<file path="config.mk">
export PLATFORM = sky130hd
export DESIGN_NAME = dmx_block_engine
export DESIGN_NICKNAME = d
export VERILOG_FILES = /design/src/rtl/dmx_pkg.sv /design/src/rtl/dmx_planner.sv /design/src/rtl/dmx_lane.sv /design/src/rtl/dmx_block_engine.sv
export SDC_FILE = /design/constraint.sdc
export NUM_CORES = 1
export LEC_CHECK = 0
export ABC_AREA = 0
export BUFFER_PORTS_ARGS = -buffer_cell sky130_fd_sc_hd__buf_4
export CAP_MARGIN = 20
export CELL_PAD_IN_SITES_DETAIL_PLACEMENT = 1
export CELL_PAD_IN_SITES_GLOBAL_PLACEMENT = 2
export CORE_MARGIN = 5
export CORE_UTILIZATION = 32
export DETAILED_ROUTE_END_ITERATION = 8
export GPL_TIMING_DRIVEN = 0
export PLACE_DENSITY_LB_ADDON = 0.1
export SYNTH_ARGS = -nofsm -noshare
export SYNTH_HDL_FRONTEND = slang
export SYNTH_SLANG_ARGS = --single-unit
</file>
<file path="constraint.sdc">
create_clock -name clk -period 5.05 [get_ports clk]
set_input_delay 0.505 -clock clk [delete_from_list [all_inputs] [get_ports clk]]
set_output_delay 0.505 -clock clk [all_outputs]
set_load 0.05 [all_outputs]
</file>
<file path="src/rtl/dmx_pkg.sv">
package dmx_pkg;

    localparam int WORD_W = 16;
    localparam int LANE_W = 8;
    localparam int LANES  = WORD_W / LANE_W;

    typedef enum logic {
        ENG_IDLE,
        ENG_RUN
    } eng_state_e;

    // Address increment for one element: 2 in word mode, 1 in byte mode.
    function automatic logic [1:0] elem_step(input logic word);
        return word ? 2'd2 : 2'd1;
    endfunction

endpackage

</file>
<file path="src/rtl/dmx_planner.sv">
module dmx_planner #(
    parameter int ADDR_W    = 16,
    parameter int MEM_BYTES = 4096
) (
    input  logic [ADDR_W-1:0] addr,
    input  logic [ADDR_W-1:0] count,
    input  logic              word,
    input  logic              mapped,
    output logic [ADDR_W:0]   base,
    output logic [ADDR_W:0]   lim,
    output logic [ADDR_W:0]   stop
);
    localparam logic [ADDR_W:0] MEM_LIM = (ADDR_W+1)'(MEM_BYTES);

    logic [ADDR_W:0] cnt;

    always_comb begin
        base = {1'b0, addr[ADDR_W-1:1], addr[0] & ~word};
        cnt  = {1'b0, count[ADDR_W-1:1], count[0] & ~word};
        lim  = base + cnt;
        if (mapped)
            stop = lim;           // translated: checked element by element
        else if (lim <= MEM_LIM)
            stop = lim;
        else if (base < MEM_LIM)
            stop = MEM_LIM;
        else
            stop = base;          // nothing inside memory
    end
endmodule

</file>
<file path="src/rtl/dmx_lane.sv">
module dmx_lane
    import dmx_pkg::*;
(
    input  logic              word,
    input  logic              odd,
    input  logic [WORD_W-1:0] rdata,
    input  logic [WORD_W-1:0] buf_in,
    output logic [LANES-1:0]  be,
    output logic [WORD_W-1:0] wdata,
    output logic [WORD_W-1:0] rd_out
);
    for (genvar g = 0; g < LANES; g++) begin : g_lane
        assign be[g] = word | (odd == (g % 2 == 1));
        assign wdata[g*LANE_W +: LANE_W] = word ? buf_in[g*LANE_W +: LANE_W]
                                                : buf_in[LANE_W-1:0];
    end

    always_comb begin
        if (word)
            rd_out = rdata;
        else
            rd_out = {{(WORD_W-LANE_W){1'b0}},
                      odd ? rdata[WORD_W-1:LANE_W] : rdata[LANE_W-1:0]};
    end

    always_comb begin
        a_r2_single_lane: assert (word || $countones(be) == 1);
    end
endmodule

</file>
<file path="src/rtl/dmx_block_engine.sv">
module dmx_block_engine
    import dmx_pkg::*;
#(
    parameter int ADDR_W    = 16,
    parameter int MEM_BYTES = 4096
) (
    input  logic              clk,
    input  logic              rst,
    input  logic              start,
    input  logic [ADDR_W-1:0] start_addr,
    input  logic [ADDR_W-1:0] byte_count,
    input  logic              to_memory,
    input  logic              word_mode,
    input  logic              map_req,
    input  logic              map_on,
    output logic [ADDR_W-1:0] xl_addr,
    input  logic [ADDR_W-1:0] xl_phys,
    output logic              mem_en,
    output logic              mem_we,
    output logic [ADDR_W-2:0] mem_addr,
    output logic [1:0]        mem_be,
    output logic [15:0]       mem_wdata,
    input  logic [15:0]       mem_rdata,
    output logic              out_valid,
    input  logic              out_ready,
    output logic [15:0]       out_data,
    input  logic              in_valid,
    output logic              in_ready,
    input  logic [15:0]       in_data,
    output logic              done,
    output logic [ADDR_W-1:0] residual
);
    localparam logic [ADDR_W:0] MEM_LIM = (ADDR_W+1)'(MEM_BYTES);

    typedef struct packed {
        logic [ADDR_W:0] cur;
        logic [ADDR_W:0] lim;
        logic [ADDR_W:0] stop;
        logic            word;
        logic            to_mem;
        logic            mapped;
    } job_t;

    eng_state_e      state;
    job_t            job;
    logic [ADDR_W:0] p_base, p_lim, p_stop, rem;
    logic [ADDR_W-1:0] phys;
    logic            use_map, at_end, nxm, active, fire;

    assign use_map = map_req & map_on;

    dmx_planner #(.ADDR_W(ADDR_W), .MEM_BYTES(MEM_BYTES)) u_plan (
        .addr(start_addr), .count(byte_count), .word(word_mode),
        .mapped(use_map), .base(p_base), .lim(p_lim), .stop(p_stop)
    );

    assign xl_addr = job.cur[ADDR_W-1:0];
    assign phys    = job.mapped ? xl_phys : job.cur[ADDR_W-1:0];
    assign nxm     = job.mapped && ({1'b0, xl_phys} >= MEM_LIM);
    assign at_end  = job.cur >= job.stop;
    assign active  = (state == ENG_RUN) && !at_end && !nxm;
    assign rem     = job.lim - job.cur;

    assign out_valid = active & ~job.to_mem;
    assign in_ready  = active &  job.to_mem;
    assign fire      = job.to_mem ? (in_ready & in_valid) : (out_valid & out_ready);

    assign mem_en   = fire;
    assign mem_we   = job.to_mem;
    assign mem_addr = phys[ADDR_W-1:1];

    dmx_lane u_lane (
        .word(job.word), .odd(phys[0]), .rdata(mem_rdata), .buf_in(in_data),
        .be(mem_be), .wdata(mem_wdata), .rd_out(out_data)
    );

    always_ff @(posedge clk) begin
        if (rst) begin
            state    <= ENG_IDLE;
            job      <= '0;
            done     <= 1'b0;
            residual <= '0;
        end else begin
            done <= 1'b0;
            unique case (state)
                ENG_IDLE: if (start) begin
                    job.cur    <= p_base;
                    job.lim    <= p_lim;
                    job.stop   <= p_stop;
                    job.word   <= word_mode;
                    job.to_mem <= to_memory;
                    job.mapped <= use_map;
                    state      <= ENG_RUN;
                end
                ENG_RUN: begin
                    if (at_end || nxm) begin
                        state    <= ENG_IDLE;
                        done     <= 1'b1;
                        residual <= rem[ADDR_W-1:0];
                    end else if (fire) begin
                        job.cur <= job.cur + (ADDR_W+1)'(elem_step(job.word));
                    end
                end
                default: state <= ENG_IDLE;
            endcase
        end
    end

    // end-of-transfer strobe lasts a single cycle
    a_r11_done_pulse: assert property (@(posedge clk) disable iff (rst)
        done |=> !done);
    // no access ever reaches beyond installed memory
    a_r8_mem_in_range: assert property (@(posedge clk) disable iff (rst)
        mem_en |-> (int'(mem_addr) < MEM_BYTES / 2));
    // word accesses use both lanes at an even address
    a_r3_word_lanes: assert property (@(posedge clk) disable iff (rst)
        (mem_en && job.word) |-> (mem_be == 2'b11 && !phys[0]));
    // a stalled untranslated read element stays put
    a_r10_stall_hold: assert property (@(posedge clk) disable iff (rst)
        (out_valid && !out_ready && !job.mapped) |=> (out_valid && $stable(mem_addr)));
    // buffer handshakes are one-sided by direction
    a_r10_one_side: assert property (@(posedge clk) disable iff (rst)
        !(out_valid && in_ready));
    // no activity while idle
    a_r12_idle_quiet: assert property (@(posedge clk) disable iff (rst)
        (state == ENG_IDLE) |-> (!mem_en && !out_valid && !in_ready));
endmodule

</file>
==> flow_metrics.env, run 1 <==
export IMPL_status="finished, final reports clean"
export IMPL_synth_async_reset_ratio_pct=0
export IMPL_synth_edf_count=0
export IMPL_setup_viol=0
export IMPL_synth_simple_area_share_pct=21.1
export IMPL_cts_max_level=3
export IMPL_clock_latency_ps=360
export IMPL_worst_ep_arrival_time_ps=4140
export IMPL_cts_buffer_depth=2
export IMPL_syn_num_nets=909
export IMPL_dp_hpwl_mm=20.7
export IMPL_synth_area_per_cell_um2=7.70
export IMPL_firstDrtPassIters=5
export IMPL_synth_compound_area_share_pct=25.1
export IMPL_ff2ff_setup_slack_ps=1530
export IMPL_power_leakage_nw=3.34
export IMPL_syn_inst=767
export IMPL_hold_buffers=0
export IMPL_min_to="job[2]$_SDFFE_PP0P_"
export IMPL_startpoint_type="input pin"
export IMPL_drc_errors=0
export IMPL_drt_iter0_drc=338
export IMPL_routed_wl_mm=25.2
export IMPL_antenna_found_initial=0
export IMPL_place_congestion=0.929
export IMPL_hold_depth=3
export IMPL_die_area_um2=21300
export IMPL_synthMuxAreaShare_pct=5.95
export IMPL_overflow=0
export IMPL_grt_usage_pct=23.3
export IMPL_die_w_um=146
export IMPL_reg2reg_from="job[14]$_SDFFE_PP0P_"
export IMPL_min_path_type="in -> reg"
export IMPL_yosysUniqueCellTypes=67
export IMPL_maxSlewHeadroom_pct=46.3
export IMPL_max_freq_mhz=257
export IMPL_grt_max_degree=15
export IMPL_yosys_warnings=0
export IMPL_drv_cap=0
export IMPL_layout_min_cycle_time_ps=3890
export IMPL_die_h_um=146
export IMPL_cts_tree="done"
export IMPL_grt_pass1_wl_mm=39.5
export IMPL_synthToLayoutAreaGrowth_pct=32.1
export IMPL_power_density_nw_per_um2=325
export IMPL_wl_per_cell_um=21.2
export IMPL_synth_top_family_by_area="compound AO/OA/AOI/OAI gates"
export IMPL_coreArea_um2=18100
export IMPL_worst_setup_path_end_kind="register"
export IMPL_yosys_top_cells_area="dfxtp_1, ha_1, nand2_1"
export IMPL_routed_via_density=5.51
export IMPL_synthTopCellsByCount="nand2_1, dfxtp_1, a21oi_1, nor2_1, ha_1"
export IMPL_yosysTopAreaCell="dfxtp_1"
export IMPL_via_count=6536
export IMPL_worstHoldStart="word_mode"
export IMPL_synth_seq_cells=71
export IMPL_maxSlewViolCount=0
export IMPL_fp_row_count=49
export IMPL_synth_xor_area_share_pct=3.41
export IMPL_dpl_cell_count=1170
export IMPL_synthAdderAreaFrac_pct=11.6
export IMPL_num_io_pins=175
export IMPL_grt_pass1_vias=6952
export IMPL_fillers=2274
export IMPL_finClkSkew_ps=10.4
export IMPL_crit_required_ps=5300
export IMPL_diodes=0
export IMPL_drtAntennaViolNets=0
export IMPL_r2r_end="residual[7]$_SDFFE_PP0N_"
export IMPL_finalPower_mw=2.54
export IMPL_ir_worst_vdd_uv=118
export IMPL_drive_gt1_share_pct=25.3
export IMPL_grt_setup_unrepaired="false"
export IMPL_syn_area_um2=5910
export IMPL_hold_viol_final=0
export IMPL_cts_buffers=9
export IMPL_critical_path_max_fanout=10
export IMPL_ys_seq_area_share_pct=24.1
export IMPL_worst_slew_pin_slew_ps=806
export IMPL_initial_core_util_pct=32.7
export IMPL_yosys_area_top_type_share_pct=24.1
export IMPL_finalSetupTns_ps=0
export IMPL_place_port_buffers=174
export IMPL_post_cts_buffers=0
export IMPL_fin_nets=1094
export IMPL_crit_type="in -> reg"
export IMPL_synth_ff_type="dfxtp_1"
export IMPL_yosysMostFrequentCell="nand2_1"
export IMPL_cts_resized=0
export IMPL_min_period_over_period_pct=77.0
export IMPL_final_cell_count_no_fill=1186
export IMPL_cts_sinks=71
export IMPL_root_buffer="clkbuf_16"
export IMPL_reg2reg_depth=12
export IMPL_path_clk_slew_ps=70
==> cells by family after synthesis <==
family,Yosys count
buffers and inverters,110
and+or+nand+nor,262
AOI/OAI and AO/OA,215
adders and majority gates,53
xor gates and xnor gates,23
muxes,33
DFF,71
==> stage by stage <==
step	setup slack [ps]	util (%)	cell area (µm²)	hold WS [ps]
after floorplan	1810	-	5910	436
after global placement	954	41.5	7500	452
after detailed placement	826	41.5	7500	458
after CTS	1180	43.1	7800	404
after global routing	935	43.1	7800	427
final	1160	43.1	7800	410
==> critical path, stage by stage <==
cell and delay [ps]:
buf_4 120, nor2b_1 250, ha_1 220, inv_1 60, fa_1 400, nor2b_1 220
o211a_1 230, o22a_1 190, xor2_1 420, nor4bb_1 190, a21oi_1 390, clkbuf_1 460
o211ai_1 180, a221oi_1 300
==> per-layer routing <==
metal / share of wire, % / vias up / track usage, % / wire length, µm
met3: 6.6 / 25 / 4.61 / 1660
met1: 44 / 3144 / 29.8 / 11100
met2: 48 / 228 / 39.8 / 12000
met5: 0 / - / 0 / 0
met4: 1.7 / 0 / 6.70 / 439
li1: - / 3139 / - / -
==> cells in the final DEF (no fill, tap or decap), types with 17 or more instances in the layout <==
cell type	instances
a21oi_1	59
mux2_2	17
dfxtp_1	71
nor2_1	55
clkbuf_1	32
buf_4	199
o211ai_1	20
o21ai_0	30
ha_1	50
inv_1	46
nand2_1	95
nand3_1	22
==> worst max-delay path by stage <==
stage / from / endpoint / slack (ps) / cells after the start
final: word_mode / job[18]$_SDFFE_PP0P_ / 1160 / 14
after CTS: word_mode / job[18]$_SDFFE_PP0P_ / 1180 / 14
after detailed placement: word_mode / job[18]$_SDFFE_PP0P_ / 830 / 14
after floorplan: start_addr[0] / job[5]$_SDFFE_PP0P_ / 1810 / 13
after global placement: word_mode / job[18]$_SDFFE_PP0P_ / 950 / 14
after global routing: word_mode / job[18]$_SDFFE_PP0P_ / 930 / 14
==> registers in the layout (all words and copies together), names as in the netlist <==
name      flops
done          1
job          36
residual     16
state         1
xl_addr      16
mem_we        1
==> layout make-up <==
class                           count  area, µm²  area share, %
Clock inverter                      7       78.8           1.01
Timing Repair Buffer              174       1310           16.7
Multi-Input combinational cell    586       3970           50.9
Inverter                           48        180           2.31
Tap cell                          229        287           3.67
Buffer                             62        334           4.28
Sequential cell                    71       1420           18.2
Clock buffer                        9        225           2.89
==> power breakdown <==
| group | total, mW | switching [mW] | internal, mW |
|---|---|---|---|
| Clock | 0.684 | 0.295 | 0.389 |
| Combinational | 1.18 | 0.753 | 0.424 |
| Sequential | 0.676 | 0.0576 | 0.618 |
(Power assumes the default switching activity.)
==> run 2, diff against run 1 <==
Settings changed: CORE_UTILIZATION 32 to 29.
Clock period 5.05 ns to 4 ns, I/O delays scaled along.
==> run 2 against run 1 <==
Non-clock buffer count stayed put. Clock power increased by 23%. Clock-buffer cell count increased by 2. Highest routed layer unchanged. Largest power group unchanged. Total power is 25% higher. Routed wire length grew 0.73%. Sequential cell count did not move. Largest cell class unchanged.
==> flow_metrics.env, run 2 (same netlist as run 1, synthesis figures left out) <==
export IMPL_power_density_nw_per_um2=404
export IMPL_dp_hpwl_mm=21.1
export IMPL_p_switching_mw=1.36
export IMPL_finClkSkew_ps=9.14
export IMPL_cts_resized=0
export IMPL_ff2ff_setup_slack_ps=420
export IMPL_r2r_end="residual[3]$_SDFFE_PP0N_"
export IMPL_worstHoldStart="to_memory"
export IMPL_cts_buffers=9
export IMPL_grt_setup_unrepaired="false"
export IMPL_wl_per_cell_um=20.6
export IMPL_holdWs_ps=305
export IMPL_coreArea_um2=20200
export IMPL_sw_frac_of_total_pct=42.8
export IMPL_drv_cap=0
export IMPL_drive_gt1_share_pct=25.2
export IMPL_place_congestion=0.891
export IMPL_max_freq_mhz=265
export IMPL_setup_viol=0
export IMPL_min_path_type="in -> reg"
export IMPL_grt_pass1_wl_mm=39.3
export IMPL_startpoint="word_mode"
export IMPL_min_period_over_period_pct=94.3
export IMPL_status="finished, final reports clean"
export IMPL_die_area_um2=23300
export IMPL_maxSlewHeadroom_pct=44.5
export IMPL_drc_errors=0
export IMPL_post_cts_buffers=0
export IMPL_place_port_buffers=174
export IMPL_via_count=6458
export IMPL_path_clk_slew_ps=60
export IMPL_hold_viol_final=0
export IMPL_p_int_mw=1.82
export IMPL_placed_area_um2=7550
export IMPL_grt_max_degree=13
export IMPL_hold_depth=3
export IMPL_largest_reg_flops=36
export IMPL_worst_slew_pin_slew_ps=827
export IMPL_root_buffer="clkbuf_16"
export IMPL_clock_latency_ps=350
export IMPL_worst_setup_path_end_kind="register"
export IMPL_initial_core_util_pct=29.3
export IMPL_combPwrFrac_pct=46.5
export IMPL_routed_wl_mm=25.3
export IMPL_cts_sinks=71
export IMPL_clockPowerShare_pct=26.6
export IMPL_cts_buffer_depth=2
export IMPL_layout_min_cycle_time_ps=3770
export IMPL_fin_nets=1094
export IMPL_largest_register="job"
export IMPL_crit_type="in -> reg"
export IMPL_grt_pass1_vias=6966
export IMPL_seqPwrFrac_pct=26.9
export IMPL_maxSlewViolCount=0
export IMPL_min_to="mem_we$_SDFFE_PP0P_"
export IMPL_layout_common_cells="buf_4, nand2_1, dfxtp_1"
export IMPL_die_w_um=153
export IMPL_diodes=0
export IMPL_reg2reg_from="xl_addr[1]$_SDFFE_PP0P_"
export IMPL_finalSetupTns_ps=0
export IMPL_critical_path_max_fanout=10
export IMPL_routed_via_density=5.26
export IMPL_worst_ep_arrival_time_ps=4020
export IMPL_ir_worst_vdd_uv=142
export IMPL_synthToLayoutAreaGrowth_pct=32.9
export IMPL_reg2reg_depth=10
export IMPL_postLayoutCellArea_um2=7850
export IMPL_hold_buffers=0
export IMPL_overflow=0
export IMPL_cts_max_level=3
export IMPL_drtAntennaViolNets=0
export IMPL_die_h_um=153
export IMPL_startpoint_type="input pin"
export IMPL_fp_row_count=52
export IMPL_antenna_found_initial=0
export IMPL_crit_required_ps=4250
export IMPL_cts_tree="done"
export IMPL_num_io_pins=175
export IMPL_grt_usage_pct=21.2
export IMPL_finalPower_mw=3.17
export IMPL_power_leakage_nw=3.33
export IMPL_layout_commonest_cell="buf_4"
export IMPL_firstDrtPassIters=5
export IMPL_drt_iter0_drc=316
run 2: changes by cell type in the layout (fill, tap and decap cells not counted), sizes merged:
cell / change
clkbuf: +2
clkinv: -2
clkinvlp: +3
inv: -3
run 2: power groups by stage:
stage / logic (mW) / clock network (mW) / registers, mW
after floorplan: 0.945 / 0 / 0.912
after global placement: 1.45 / 0 / 0.869
after detailed placement: 1.48 / 0 / 0.870
after CTS: 1.48 / 0.858 / 0.854
after global routing: 1.60 / 0.885 / 0.865
final: 1.48 / 0.843 / 0.854
run 2: worst max path at each step:
| stage | endpoint | slack (ps) |
|---|---|---|
| after floorplan | job[5]$_SDFFE_PP0P_ | 860 |
| after global placement | job[18]$_SDFFE_PP0P_ | 10 |
| after detailed placement | job[18]$_SDFFE_PP0P_ | -90 |
| after CTS | job[18]$_SDFFE_PP0P_ | 260 |
| after global routing | out_valid | 3 |
| final | job[18]$_SDFFE_PP0P_ | 230 |
run 2: metal layers:
metal | GRT usage [%] | vias up | share of wire (%)
met1 | 28.0 | 3140 | 47
li1 | - | 3131 | -
met4 | 6.28 | 0 | 2.1
met3 | 3.24 | 27 | 4.1
met2 | 35.7 | 160 | 47
met5 | 0 | - | 0
run 2: area by class of cell:
type / instances / area [µm²]
clock buffers: 11 / 243
clock inverters: 5 / 57.6
flip-flops and latches: 71 / 1420
repair buffers: 174 / 1310
plain buffers: 62 / 334
multi-input cells: 586 / 3970
fillers: 2515 / 12300
inverters: 48 / 180
well taps: 270 / 338
run 2: worst max-delay path, cell delays in order:
cell,delay (ps)
buf_4,120
nor2b_1,260
ha_1,230
inv_1,60
fa_1,400
nor2b_1,220
o211a_1,230
o22a_1,210
xor2_1,430
nor4bb_1,190
a21oi_1,390
clkbuf_1,470
o211ai_1,140
a221oi_1,260
run 2: through the flow:
| step | utilization, % | setup WS (ps) | cells |
|---|---|---|---|
| floorplan | - | 862 | 767 |
| global placement | 37.4 | 11.9 | 1211 |
| detailed placement | 37.4 | -89.7 | 1211 |
| CTS | 38.9 | 261 | 1227 |
| global route | 38.9 | 3.23 | 1227 |
| finish | 38.9 | 229 | 1227 |
==> run 3, diff against run 2 <==
Settings changed: GPL_TIMING_DRIVEN 0 to default, PLACE_DENSITY_LB_ADDON 0.1 to 0.12.
==> run 3 against run 2 <==
Critical path type is now reg -> out. Die area unchanged. First-iteration DRC count down 9.2%. Clock skew down 2.8 ps. Sequential power about the same. Sequential share of layout area up 0.41 points.
==> flow_metrics.env, run 3 (same netlist as run 1, synthesis figures left out) <==
export IMPL_status="finished, final reports clean"
export IMPL_finClkSkew_ps=6.34
export IMPL_fp_row_count=52
export IMPL_cts_sinks=71
export IMPL_cts_buffer_depth=2
export IMPL_cts_tree="done"
export IMPL_crit_required_ps=3600
export IMPL_initial_core_util_pct=29.3
export IMPL_grt_pass1_wl_mm=38.2
export IMPL_dp_hpwl_mm=19.4
export IMPL_coreArea_um2=20200
export IMPL_p_switching_mw=1.33
export IMPL_layout_commonest_cell="buf_4"
export IMPL_drtAntennaViolNets=0
export IMPL_critical_path_max_fanout=13
export IMPL_routed_wl_mm=23.9
export IMPL_grt_usage_pct=20.2
export IMPL_crit_type="reg -> out"
export IMPL_power_leakage_nw=3.26
export IMPL_clockPowerShare_pct=27.9
export IMPL_worst_slew_pin_slew_ps=1010
export IMPL_hold_viol_final=0
export IMPL_wl_per_cell_um=20.2
export IMPL_drt_iter0_drc=287
export IMPL_die_w_um=153
export IMPL_cts_buffers=9
export IMPL_overflow=0
export IMPL_min_path_type="in -> reg"
export IMPL_place_congestion=0.880
export IMPL_combPwrFrac_pct=45.4
export IMPL_worst_ep_arrival_time_ps=3040
export IMPL_largest_register="job"
export IMPL_ir_worst_vdd_uv=194
export IMPL_die_h_um=153
export IMPL_setup_viol=0
export IMPL_clock_latency_ps=350
export IMPL_drive_gt1_share_pct=25.7
export IMPL_grt_setup_unrepaired="false"
export IMPL_finalSetupTns_ps=0
export IMPL_via_count=6277
export IMPL_p_int_mw=1.86
export IMPL_grt_max_degree=61
export IMPL_post_cts_buffers=0
export IMPL_hold_buffers=0
export IMPL_drv_cap=0
export IMPL_layout_min_cycle_time_ps=3440
export IMPL_place_port_buffers=174
export IMPL_diodes=0
export IMPL_worst_setup_path_end_kind="primary output"
export IMPL_maxSlewHeadroom_pct=32.5
export IMPL_drc_errors=0
export IMPL_routed_via_density=5.31
export IMPL_grt_pass1_vias=6724
export IMPL_max_freq_mhz=290
export IMPL_maxSlewViolCount=0
export IMPL_finalPower_mw=3.19
export IMPL_path_clk_slew_ps=60
export IMPL_startpoint_type="register"
export IMPL_cts_resized=0
export IMPL_power_density_nw_per_um2=416
export IMPL_fin_nets=1050
export IMPL_layout_common_cells="buf_4, nand2_1, dfxtp_1"
export IMPL_seqPwrFrac_pct=26.7
export IMPL_die_area_um2=23300
export IMPL_antenna_found_initial=0
export IMPL_min_period_over_period_pct=86.1
export IMPL_cts_max_level=3
export IMPL_synthToLayoutAreaGrowth_pct=30.0
export IMPL_largest_reg_flops=36
export IMPL_sw_frac_of_total_pct=41.8
export IMPL_firstDrtPassIters=4
export IMPL_root_buffer="clkbuf_16"
export IMPL_num_io_pins=175
run 3: power groups by stage:
stage | logic (mW) | clock network [mW] | registers (mW)
floorplan | 0.945 | 0 | 0.912
global placement | 1.42 | 0 | 0.866
detailed placement | 1.45 | 0 | 0.867
CTS | 1.46 | 0.910 | 0.851
global route | 1.57 | 0.939 | 0.861
finish | 1.45 | 0.891 | 0.851
run 3: worst paths after layout:
path,start,endpoint,slack [ps],cells after the start
worst max-delay path,xl_addr[12]$_SDFFE_PP0P_,mem_en,560,9
worst min-delay path,to_memory,mem_we$_SDFFE_PP0P_,320,3
worst max register to register,xl_addr[4]$_SDFFE_PP0P_,job[53]$_SDFFE_PP0P_,880,10
worst min register to register,job[20]$_SDFFE_PP0P_,job[20]$_SDFFE_PP0P_,470,2
run 3: layout make-up:
type	instances	area, µm²
clock inverter	7	96.3
clock buffer	9	225
sequential	71	1420
inverter	48	180
multi-input combinational	586	3970
tap	270	338
timing repair buffer	192	1440
fill	2457	12500
run 3: worst max-delay path: stages (launching register included):
cell	delay [ps]
dfxtp_1	400
ha_1	350
nand4_1	130
nor4_1	310
a211o_1	150
nand3_1	100
and3_1	320
nand4_1	210
clkinv_1	380
buf_4	350
run 3: routing by layer:
layer	GRT usage [%]	part of all wire, %	vias up
met4	5.09	1.5	0
li1	-	-	3055
met1	27.2	47	3046
met2	33.9	48	159
met3	3.15	4.0	17
met5	0	0	-
run 3: through the flow:
stage          worst slack, ps  cell area, µm²  hold slack [ps]  instances  util (%)
6_report                   555            7680              316       1183      38.1
5_1_grt                    348            7680              352       1183      38.1
4_1_cts                    426            7670              305       1182      38.0
3_5_place_dp              72.5            7350              465       1166      36.4
3_3_place_gp               219            7350              448       1166      36.4
2_1_floorplan              862            5910              436        767         -
